[config.mk]
export PLATFORM = sky130hd
export DESIGN_NAME = bus_dir_ctrl
export DESIGN_NICKNAME = d
export VERILOG_FILES = /design/src/rtl/bdc_pkg.sv /design/src/rtl/bdc_sync.sv /design/src/rtl/bdc_hold_timer.sv /design/src/rtl/bdc_mode_fsm.sv /design/src/rtl/bus_dir_ctrl.sv
export SDC_FILE = /design/constraint.sdc
export NUM_CORES = 1
export LEC_CHECK = 0
export ABC_CLOCK_PERIOD_IN_PS = 4400
export BUFFER_PORTS_ARGS = -buffer_cell sky130_fd_sc_hd__buf_4
export CORE_UTILIZATION = 35
export DETAILED_ROUTE_END_ITERATION = 10
export GPL_TIMING_DRIVEN = 0
export PLACE_DENSITY_LB_ADDON = 0.2
export SYNTH_ARGS = -nofsm -noshare
export SYNTH_HDL_FRONTEND = slang
export SYNTH_HIERARCHICAL = 1
export SYNTH_SLANG_ARGS = --single-unit
[constraint.sdc]
create_clock -name clk -period 4.4 [get_ports clk]
set_input_delay 0.44 -clock clk [delete_from_list [all_inputs] [get_ports clk]]
set_output_delay 0.44 -clock clk [all_outputs]
set_load 0.01 [all_outputs]
[src/rtl/bdc_pkg.sv]
package bdc_pkg;

  typedef enum logic [1:0] {
    LINK_IDLE = 2'd0,
    LINK_RECV = 2'd1,
    LINK_XMIT = 2'd2
  } link_state_e;

  localparam logic [1:0] SEL_SLOW = 2'b00;
  localparam logic [1:0] SEL_MED  = 2'b01;
  localparam logic [1:0] SEL_FAST = 2'b10;
  localparam logic [1:0] SEL_STBY = 2'b11;

  // Hold window length in clock cycles for a given rate code.
  function automatic int unsigned hold_cycles(input logic [1:0] sel,
                                              input int unsigned slow_c,
                                              input int unsigned med_c,
                                              input int unsigned fast_c);
    case (sel)
      SEL_MED:  return med_c;
      SEL_FAST: return fast_c;
      default:  return slow_c;
    endcase
  endfunction

  function automatic int unsigned max3(input int unsigned a,
                                       input int unsigned b,
                                       input int unsigned c);
    int unsigned m;
    m = (a > b) ? a : b;
    return (m > c) ? m : c;
  endfunction

endpackage

[src/rtl/bdc_sync.sv]
module bdc_sync #(
  parameter int W      = 2,
  parameter int STAGES = 2
) (
  input  logic         clk,
  input  logic         rst_n,
  input  logic [W-1:0] d_i,
  output logic [W-1:0] q_o
);

  logic [W-1:0] stage_q [STAGES];

  for (genvar s = 0; s < STAGES; s++) begin : g_stage
    if (s == 0) begin : g_first
      always_ff @(posedge clk or negedge rst_n) begin
        if (!rst_n) stage_q[s] <= '0;
        else        stage_q[s] <= d_i;
      end
    end else begin : g_next
      always_ff @(posedge clk or negedge rst_n) begin
        if (!rst_n) stage_q[s] <= '0;
        else        stage_q[s] <= stage_q[s-1];
      end
    end
  end

  assign q_o = stage_q[STAGES-1];

endmodule

[src/rtl/bdc_hold_timer.sv]
module bdc_hold_timer #(
  parameter int CNT_W = 14
) (
  input  logic             clk,
  input  logic             rst_n,
  input  logic             clear_i,
  input  logic             load_i,
  input  logic [CNT_W-1:0] load_val_i,
  input  logic             run_i,
  output logic [CNT_W-1:0] cnt_o,
  output logic             expire_o
);

  logic [CNT_W-1:0] cnt_q;

  always_ff @(posedge clk or negedge rst_n) begin
    if (!rst_n)                        cnt_q <= '0;
    else if (clear_i)                  cnt_q <= '0;
    else if (load_i)                   cnt_q <= load_val_i;
    else if (run_i && cnt_q != '0)     cnt_q <= cnt_q - CNT_W'(1);
  end

  // Last cycle of the window: the next edge ends the hold.
  assign expire_o = run_i && !load_i && !clear_i && (cnt_q == CNT_W'(1));
  assign cnt_o    = cnt_q;

endmodule

[src/rtl/bdc_mode_fsm.sv]
module bdc_mode_fsm
  import bdc_pkg::*;
(
  input  logic        clk,
  input  logic        rst_n,
  input  logic        standby_i,
  input  logic        rx_data_i,
  input  logic        rx_rise_i,
  input  logic        tx_data_i,
  input  logic        expire_i,
  output link_state_e state_o,
  output logic        load_o,
  output logic        run_o
);

  link_state_e state_q, state_d;
  logic rx_act, tx_act;

  assign rx_act = !rx_data_i;
  assign tx_act = !tx_data_i;

  always_comb begin
    state_d = state_q;
    load_o  = 1'b0;
    if (standby_i) begin
      state_d = LINK_IDLE;
    end else begin
      case (state_q)
        LINK_IDLE: begin
          if (rx_act) begin
            state_d = LINK_RECV;   // receive has priority
            load_o  = 1'b1;
          end else if (tx_act) begin
            state_d = LINK_XMIT;
            load_o  = 1'b1;
          end
        end
        LINK_RECV: begin
          if (rx_act || rx_rise_i) load_o  = 1'b1;
          else if (expire_i)       state_d = LINK_IDLE;
        end
        LINK_XMIT: begin
          if (tx_act)              load_o  = 1'b1;
          else if (expire_i)       state_d = LINK_IDLE;
        end
        default: state_d = LINK_IDLE;
      endcase
    end
  end

  always_ff @(posedge clk or negedge rst_n) begin
    if (!rst_n) state_q <= LINK_IDLE;
    else        state_q <= state_d;
  end

  assign state_o = state_q;
  assign run_o   = (state_q != LINK_IDLE);

endmodule

[src/rtl/bus_dir_ctrl.sv]
module bus_dir_ctrl
  import bdc_pkg::*;
#(
  parameter int unsigned SLOW_CYC = 14510,
  parameter int unsigned MED_CYC  = 3630,
  parameter int unsigned FAST_CYC = 1192
) (
  input  logic       clk,
  input  logic       rst_n,
  input  logic       tx_data_i,
  input  logic       rx_data_i,
  input  logic       rx_rise_i,
  input  logic [1:0] rate_sel_i,
  output logic       dir_o,
  output logic       tx_mode_o,
  output logic       standby_o
);

  localparam int unsigned MAX_CYC = max3(SLOW_CYC, MED_CYC, FAST_CYC);
  localparam int          CNT_W   = $clog2(MAX_CYC + 1);

  logic [1:0]       sel_s;
  logic             standby_w;
  logic             load_w;
  logic             run_w;
  logic             expire_w;
  logic [CNT_W-1:0] load_val_w;
  logic [CNT_W-1:0] cnt_w;
  link_state_e      state_w;

  bdc_sync #(.W(2), .STAGES(2)) u_sel_sync (
    .clk   (clk),
    .rst_n (rst_n),
    .d_i   (rate_sel_i),
    .q_o   (sel_s)
  );

  assign standby_w  = (sel_s == SEL_STBY);
  assign load_val_w = CNT_W'(hold_cycles(sel_s, SLOW_CYC, MED_CYC, FAST_CYC));

  bdc_mode_fsm u_fsm (
    .clk       (clk),
    .rst_n     (rst_n),
    .standby_i (standby_w),
    .rx_data_i (rx_data_i),
    .rx_rise_i (rx_rise_i),
    .tx_data_i (tx_data_i),
    .expire_i  (expire_w),
    .state_o   (state_w),
    .load_o    (load_w),
    .run_o     (run_w)
  );

  bdc_hold_timer #(.CNT_W(CNT_W)) u_timer (
    .clk        (clk),
    .rst_n      (rst_n),
    .clear_i    (standby_w),
    .load_i     (load_w),
    .load_val_i (load_val_w),
    .run_i      (run_w),
    .cnt_o      (cnt_w),
    .expire_o   (expire_w)
  );

  assign standby_o = standby_w;
  assign dir_o     = (state_w == LINK_RECV) && !standby_w;
  assign tx_mode_o = (state_w == LINK_XMIT) && !standby_w;

endmodule

-- After elaboration in Yosys (flattened, before gate mapping)
Cells that the tools add are included.
- register bits after elaboration: 20
- output and inout bits: 3
- word-level logic and storage cells: 45
- add/sub/neg operators: 1
- eq/ne operators: 9
- muxes and demuxes: 16
- reduce and logical (&&, ||, !) cells: 15
- operators by type and width (cell ; number):
    2-to-1 mux 14 bit ; 3
    case mux 14 bit (2 select lines) ; 1
    == test 14 x 1 -> 1 bit (second input constant) ; 1
    nonzero test 14 bit ; 1
    subtractor 14 x 1 -> 14 bit (second input constant) ; 1
    2-to-1 mux 2 bit ; 6
    == test 2 bit (second input constant) ; 3
    logical AND 1 bit ; 6
    inequality test 3 x 2 -> 1 bit (second input constant) ; 2
    case mux 2 bit (3 select lines) ; 1
    == test 2 x 1 -> 1 bit (second input constant) ; 2
    2-to-1 mux 1 bit ; 4
    inequality test 4 x 3 -> 1 bit (second input constant) ; 1
    zero test 1 bit ; 3
    case mux 1 bit (3 select lines) ; 1
    AND reduction 3 bit ; 1
    nonzero test 3 bit ; 1
    zero test 2 bit ; 1
    nonzero test 2 bit ; 1
    logical OR 1 bit ; 1

-- Longest topological paths before layout
Gate-level depths: netlist of run 1.
- depth after elaboration: 13
- mapped depth: 13

-- By module
Netlist of run 1, hierarchy kept.
- modules (own cells, without submodules) (module ; instances ; cells each ; area each (um2)):
    bdc_hold_timer ; 1 ; 110 ; 984.7
    bdc_mode_fsm ; 1 ; 24 ; 242.7
    bdc_sync ; 1 ; 6 ; 115.1
    bus_dir_ctrl ; 1 ; 14 ; 103.8

-- Worst setup path after synthesis of run 1
Ideal clock, no wire load.
- kind: register to register
- from: register u_fsm.state_q[0] (netlist: u_fsm/state_o[0])
- to: register u_fsm.state_q[0] (netlist: u_fsm/state_o[0])
- library setup time: 0.079 ns
- data arrival time: 2.520 ns
- required time: 4.321 ns
- setup slack: 1.800 ns
- cell stages (with the launch flop): 14
- buffers on the path: 1
- cells stage by stage: dfrtp_1 -> inv_1 -> ha_1 -> nor2b_1 -> a221oi_1 -> nor3_1 -> clkbuf_1 -> or2_2 -> nor3_1 -> nand4_1 -> nor2_1 -> nor2b_1 -> a2111oi_4 -> mux2i_1
- cells in the longest elaborated chain, start to end: 11
- elaborated cells between the ends (all ways): 19
- classes of those cells: eq/ne: 5; mux: 7; reduce/logical: 7
- ends and longest elaborated chain (what ; line ; source):
    start, declared ; bdc_mode_fsm.sv:16 ; link_state_e state_q, state_d;
    start signal, assigned ; bdc_mode_fsm.sv:53 ; else state_q <= state_d;
    == test 2 bit (tied with other cells) ; bdc_mode_fsm.sv:28 ; case (state_q)
    case mux 1 bit (3 select lines) * ; bdc_mode_fsm.sv:28 ;
    2-to-1 mux 1 bit * ; bdc_mode_fsm.sv:25 ; if (standby_i) begin
    net load_w ; bus_dir_ctrl.sv:24 ; logic load_w;
    zero test 1 bit * ; bdc_hold_timer.sv:24 ; assign expire_o = run_i && !load_i && !clear_i && (cnt_q == CNT_W'(1));
    logical AND 1 bit * (3 in series) ; bdc_hold_timer.sv:24 ;
    net expire_w ; bus_dir_ctrl.sv:26 ; logic expire_w;
    2-to-1 mux 2 bit * ; n/a ;
    2-to-1 mux 2 bit, on equally long branches ; n/a ;
    case mux 2 bit (3 select lines) * ; bdc_mode_fsm.sv:28 ;
    2-to-1 mux 2 bit * ; bdc_mode_fsm.sv:25 ;
The timed path passes the listed nets; every way through them passes the cells marked *. The select of a mux whose other input is x is not followed.
A chain may end at the register's enable or synchronous reset.

-- Worst setup path after layout of run 1
Same ends and word-level chain as after synthesis.

==> results of run 1 <==
==> metal layers <==
metal,global-route usage,up-vias
met2,0.277,15
met3,0.0259,5
met1,0.227,598
met4,0.0638,0
li1,-,602
met5,0,-
==> final timing paths <==
kind / startpoint / end / slack [ps] / cells after the start
setup / recovery: u_fsm/state_o[0] / u_fsm/state_o[0] / 1290 / 13
hold / removal: rst_n / u_timer/cnt_o[9] / 50 / 1
setup reg to reg: u_fsm/state_o[0] / u_fsm/state_o[0] / 1290 / 13
hold reg to reg: u_sel_sync/stage_q[2] / u_sel_sync/q_o[0] / 360 / 0
max in group asynchronous: rst_n / u_timer/cnt_o[3] / 4140 / 1
min in group clk: rate_sel_i[1] / u_sel_sync/stage_q[3] / 280 / 1
==> state kept, by name (all words and copies together) (netlist names) <==
name                flops
u_sel_sync/q_o          2
u_fsm/state_o           2
u_timer/cnt_o          14
u_sel_sync/stage_q      2
==> power breakdown <==
group | internal, mW | switching (mW)
clock | 0.0798 | 0.0646
combinational | 0.283 | 0.411
sequential | 0.257 | 0.0839
==> stage by stage <==
| step | power (mW) | utilization | instances | hold slack (ps) |
|---|---|---|---|---|
| 6_report | 1.18 | 0.415 | 221 | 46.8 |
| 4_1_cts | 1.17 | 0.415 | 221 | 60.5 |
| 5_1_grt | 1.27 | 0.415 | 221 | 66.3 |
| 2_1_floorplan | 0.857 | - | 158 | 144 |
| 3_3_place_gp | 1.01 | 0.401 | 217 | 335 |
| 3_5_place_dp | 1.03 | 0.401 | 217 | 345 |
==> synthesized netlist by cell type (all sizes together), types with 4 or more instances <==
cell type | n | area share
a32o | 6 | 0.042
buf | 4 | 0.021
dfrtp | 20 | 0.35
ha | 12 | 0.10
inv | 13 | 0.034
nand2 | 15 | 0.039
nand3 | 8 | 0.028
nor2 | 10 | 0.026
nor3 | 4 | 0.014
or3 | 4 | 0.018
or4 | 5 | 0.027
==> cells in the final DEF, fill, tap and decap left out, types with 4 or more instances in the layout <==
cell      Yosys  layout
nor3_1        4       4
a32o_1        6       6
conb_1        2       6
ha_1         12      12
nand3_1       8       8
dfrtp_1      20      20
buf_4         2      11
or4_1         4       4
inv_1        13      13
clkbuf_8      0       4
nand2_1      15      15
nor2_1       10      10
==> worst reg2reg max path, delay by kind of cell, from the launching register on <==
family	cells	cell delay [ps]
AND/OR/NAND/NOR	7	1160
AO/OA/AOI/OAI	2	580
flip-flops	1	440
buffers and inverters	2	350
multiplexers	1	270
adder cells (fa/ha/maj)	1	210
==> area by class of cell <==
cell class                      instances  area, sq um
Clock buffer                            4         55.1
Multi-Input combinational cell        118          871
Buffer                                  7         41.3
Sequential cell                        20          500
Tap cell                               50         62.6
Timing Repair Buffer                    9         67.6
Inverter                               13         48.8
Fill cell                             393         2320
==> logic make-up (layout without fill, tap and decap cells) <==
group / Yosys count / in the layout / share of synthesized area
and+or+nand+nor: 66 / 66 / 0.249
AOI/OAI and AO/OA: 32 / 32 / 0.220
DFF: 20 / 20 / 0.346
buffers and inverters: 20 / 33 / 0.0623
adders and majority gates: 12 / 12 / 0.104
other: 2 / 6 / 0.00519
muxes: 2 / 2 / 0.0138
==> flow_summary.yaml, run 1 <==
worst_hold_path:
  hp-class: "in -> async"
clocking:
  clockBufferDepth: 2
  htreeDepth: 1
  cts_tree: "done"
  clk_latency_ps: 260
  cts_resized: 0
  cts-hold-fix-buffers: 0
  clkTransAtPathRegs_ps: 80
  cts_root_buf: "clkbuf_8"
  cts_setup_buffers: 0
  cts_buffers: 3
  cts_sinks: 20
drt:
  drt-initial-drc-count: 54
  topRoutingLayerUsed: "met4"
  wl_per_cell_um: 14.9
  wl_um: 3300
  route.met3.wl_um: 64
  drcViolationCount: 0
  post_drt_via_cell_ratio: 5.52
  wl_met2_um: 1570
  vias: 1220
  firstDrtPassIters: 4
  antenna_left: 0
  wl_met1_um: 1620
worst_setup_path:
  worst-setup-path-type: "reg -> reg"
  critPathCaptureType: "flop"
  critPathSlowestCell: "dfrtp_1"
  crit_fanout: 10
  start_kind: "flop"
  slowest_delay_ps: 440
  path_delay_family: "simple AND/OR/NAND/NOR gates"
  cp_cell_sequence: "inv_1 > ha_1 > nor2b_1 > a221oi_1 > nor3_1 > clkbuf_1 > or2_2 > nor3_1 > nand4_1 > nor2_1 > nor2b_1 > a2111oi_4 > mux2i_1"
  critPathRequiredTime_ps: 4580
  path_buf_inv: 2
  critPathArrivalTime_ps: 3290
placed_design:
  placement.io_buffers: 9
  pre_cts_slack_ps: 1340
  gp_congestion: 0.837
  hpwl_um: 2430
  placed_area_sq_mm: 0.00159
global_routing:
  globalRouteOverflowTotal: 0
  grt_pass1_vias: 1196
  antenna_found_initial: 0
  track_usage: 0.171
  grt_max_degree: 21
  grt_pass1_wl_um: 5630
final_layout:
  fin_area_sq_mm: 0.00165
  areaGrowthSynthToFinish_pct: 13.8
  num-nets-final: 191
  final_layout_size_suffix_gt1_frac: 0.175
  antenna_cells: 0
timing:
  tns_ps: 0
  setup_ws_ps: 1290
  grt_setup_unrepaired: "false"
  setup_viol: 0
  fmax_ghz: 0.321
  worst_slew_pin_slew_ps: 1240
  hold_viol: 0
  fin_skew_ps: 2.21
  min_period_ps: 3110
  slew_viol_final: 0
  relSlewSlack: 0.168
  post-route-period-util: 0.707
pwr:
  p_per_area_mw_per_mm2: 716
  leakage_nw: 0.708
  vdd_ir_drop_max_mv: 0.288
floorplan:
  core_area_sq_mm: 0.00397
  start_util: 0.364
  die_area_sq_mm: 0.00439
  io_pins: 10
  die_y_um: 66.3
  rows: 23
  die_x_um: 66.3
synthesis:
  synth_seq_cells: 20
  yosys_warnings: 6
  ys_seq_area_frac: 0.346
  async_flop_share: 1.00
  syn_area_sq_mm: 0.00145
  syn_avg_cell_area_sq_um: 9.39
  synth_cell_types: 48
  synth_top_flop_cell: "dfrtp_1"
  synthCells: 154
  synth_edf_count: 0
job:
  drv_cap: 0
status:
  status: "finished, final reports clean"
Power figures use the tool's default switching activity.
==> run 2, diff against run 1 <==
ABC_CLOCK_PERIOD_IN_PS = 2850   (was 4400)
clock period = 2.85 ns   (was 4.4 ns; I/O delays follow)
==> flow_summary.yaml, run 2 (synthesis gave the netlist of run 1 again) <==
status:
  status: "finished, final reports clean"
timing:
  setup_viol: 0
  hold_viol: 0
  fin_skew_ps: 1.80
  min_period_ps: 2700
  worst_slew_pin_slew_ps: 1240
  relSlewSlack: 0.169
  post-route-period-util: 0.948
  tns_ps: 0
  slew_viol_final: 0
  whs_ps: 123
  setup_ws_ps: 148
  fmax_ghz: 0.370
clocking:
  cts_root_buf: "clkbuf_8"
  cts_tree: "done"
  htreeDepth: 1
  clockBufferDepth: 2
  cts_buffers: 3
  clkTransAtPathRegs_ps: 70
  clk_latency_ps: 260
  cts_sinks: 20
global_routing:
  grt_pass1_vias: 1193
  track_usage: 0.174
  grt_pass1_wl_um: 5730
  antenna_found_initial: 0
  globalRouteOverflowTotal: 0
  grt_max_degree: 21
pwr:
  fin_total_pwr_mw: 1.92
  p_comb_frac: 0.614
  leakage_nw: 0.742
  p_per_area_mw_per_mm2: 1120
  pwr-share-seq: 0.270
  clockPowerShare: 0.115
  vdd_ir_drop_max_mv: 0.450
  switchingPower_uw: 895
  p_sw_frac: 0.465
  internal-power_mw: 1.03
worst_setup_path:
  slowest_delay_ps: 410
  cp_cell_sequence: "inv_2 > ha_1 > nor2b_2 > a221oi_4 > nor3_4 > or2_4 > nor3_1 > nand4_1 > nor2_1 > nor2b_1 > a2111oi_4 > mux2i_1"
  critPathCaptureType: "flop"
  path_buf_inv: 1
  path_delay_family: "simple AND/OR/NAND/NOR gates"
  crit_fanout: 5
  critPathRequiredTime_ps: 3030
  worst-setup-path-type: "reg -> reg"
  critPathArrivalTime_ps: 2880
  critPathSlowestCell: "dfrtp_1"
  start_kind: "flop"
placed_design:
  pre_cts_slack_ps: -213
  placement.io_buffers: 9
  gp_congestion: 0.837
  hpwl_um: 2430
final_layout:
  antenna_cells: 0
  layout_common_cells: "dfrtp_1 (20), buf_4 (15), nand2_1 (15)"
  finish.utilization: 0.433
  final_layout_size_suffix_gt1_frac: 0.223
  final_common_cell: "dfrtp_1"
  largest_reg_flops: 14
  num-nets-final: 195
  areaGrowthSynthToFinish_pct: 18.8
drt:
  vias: 1241
  antenna_left: 0
  drt-initial-drc-count: 64
  wl_um: 3360
  firstDrtPassIters: 6
  wl_per_cell_um: 14.9
  post_drt_via_cell_ratio: 5.52
  drcViolationCount: 0
floorplan:
  io_pins: 10
  start_util: 0.364
  die_y_um: 66.3
  die_x_um: 66.3
  die_area_sq_mm: 0.00439
  core_area_sq_mm: 0.00397
  rows: 23
job:
  drv_cap: 0
worst_hold_path:
  hp-class: "in -> reg"
-- run 2: timing repair --
item | CTS | global route
pin swaps | 0 | 4
cloned | 0 | 0
buffers inserted | 1 | 3
hold endpoints to repair | 20 | 0
resized for setup | 3 | 6
endpoints found under the setup margin | 2 | 2
hold buffers | 1 | 0
-- run 2: power groups by stage --
stage / clock network [mW] / registers, mW / logic, mW
after floorplan: 0 / 0.497 / 0.827
after global placement: 0 / 0.525 / 1.04
after detailed placement: 0 / 0.531 / 1.06
after CTS: 0.229 / 0.522 / 1.09
after global routing: 0.240 / 0.541 / 1.30
final: 0.222 / 0.520 / 1.18
-- run 2: per-layer routing --
| layer | share of wire | track usage | up-vias |
|---|---|---|---|
| met5 | 0 | 0 | - |
| met4 | 0.013 | 0.0638 | 0 |
| met3 | 0.021 | 0.0259 | 5 |
| met2 | 0.48 | 0.282 | 17 |
| met1 | 0.48 | 0.233 | 607 |
| li1 | - | - | 612 |
-- run 2: path summary, 6_finish.rpt --
path	from	endpoint	slack [ps]	cells past startpoint
max	u_fsm/state_o[0]	u_fsm/state_o[0]	150	12
min	rate_sel_i[1]	u_sel_sync/stage_q[3]	120	1
max reg2reg	u_fsm/state_o[0]	u_fsm/state_o[0]	150	12
min reg2reg	u_sel_sync/stage_q[2]	u_sel_sync/q_o[0]	360	0
max in group asynchronous	rst_n	u_timer/cnt_o[3]	2190	2
min in group asynchronous	rst_n	u_timer/cnt_o[9]	440	2
-- run 2: cell type report --
type | count | area [sq um]
Sequential cell | 20 | 500
Multi-Input combinational cell | 118 | 905
Buffer | 6 | 38.8
Timing Repair Buffer | 14 | 108
Clock buffer | 4 | 55.1
Fill cell | 387 | 2250
Tap cell | 50 | 62.6
Inverter | 13 | 48.8
-- run 2: stage by stage --
stage               instance area [sq um]  cells
detailed placement                   1590    217
CTS                                  1680    222
global route                         1720    225
finish                               1720    225
global placement                     1590    217
floorplan                            1460    158
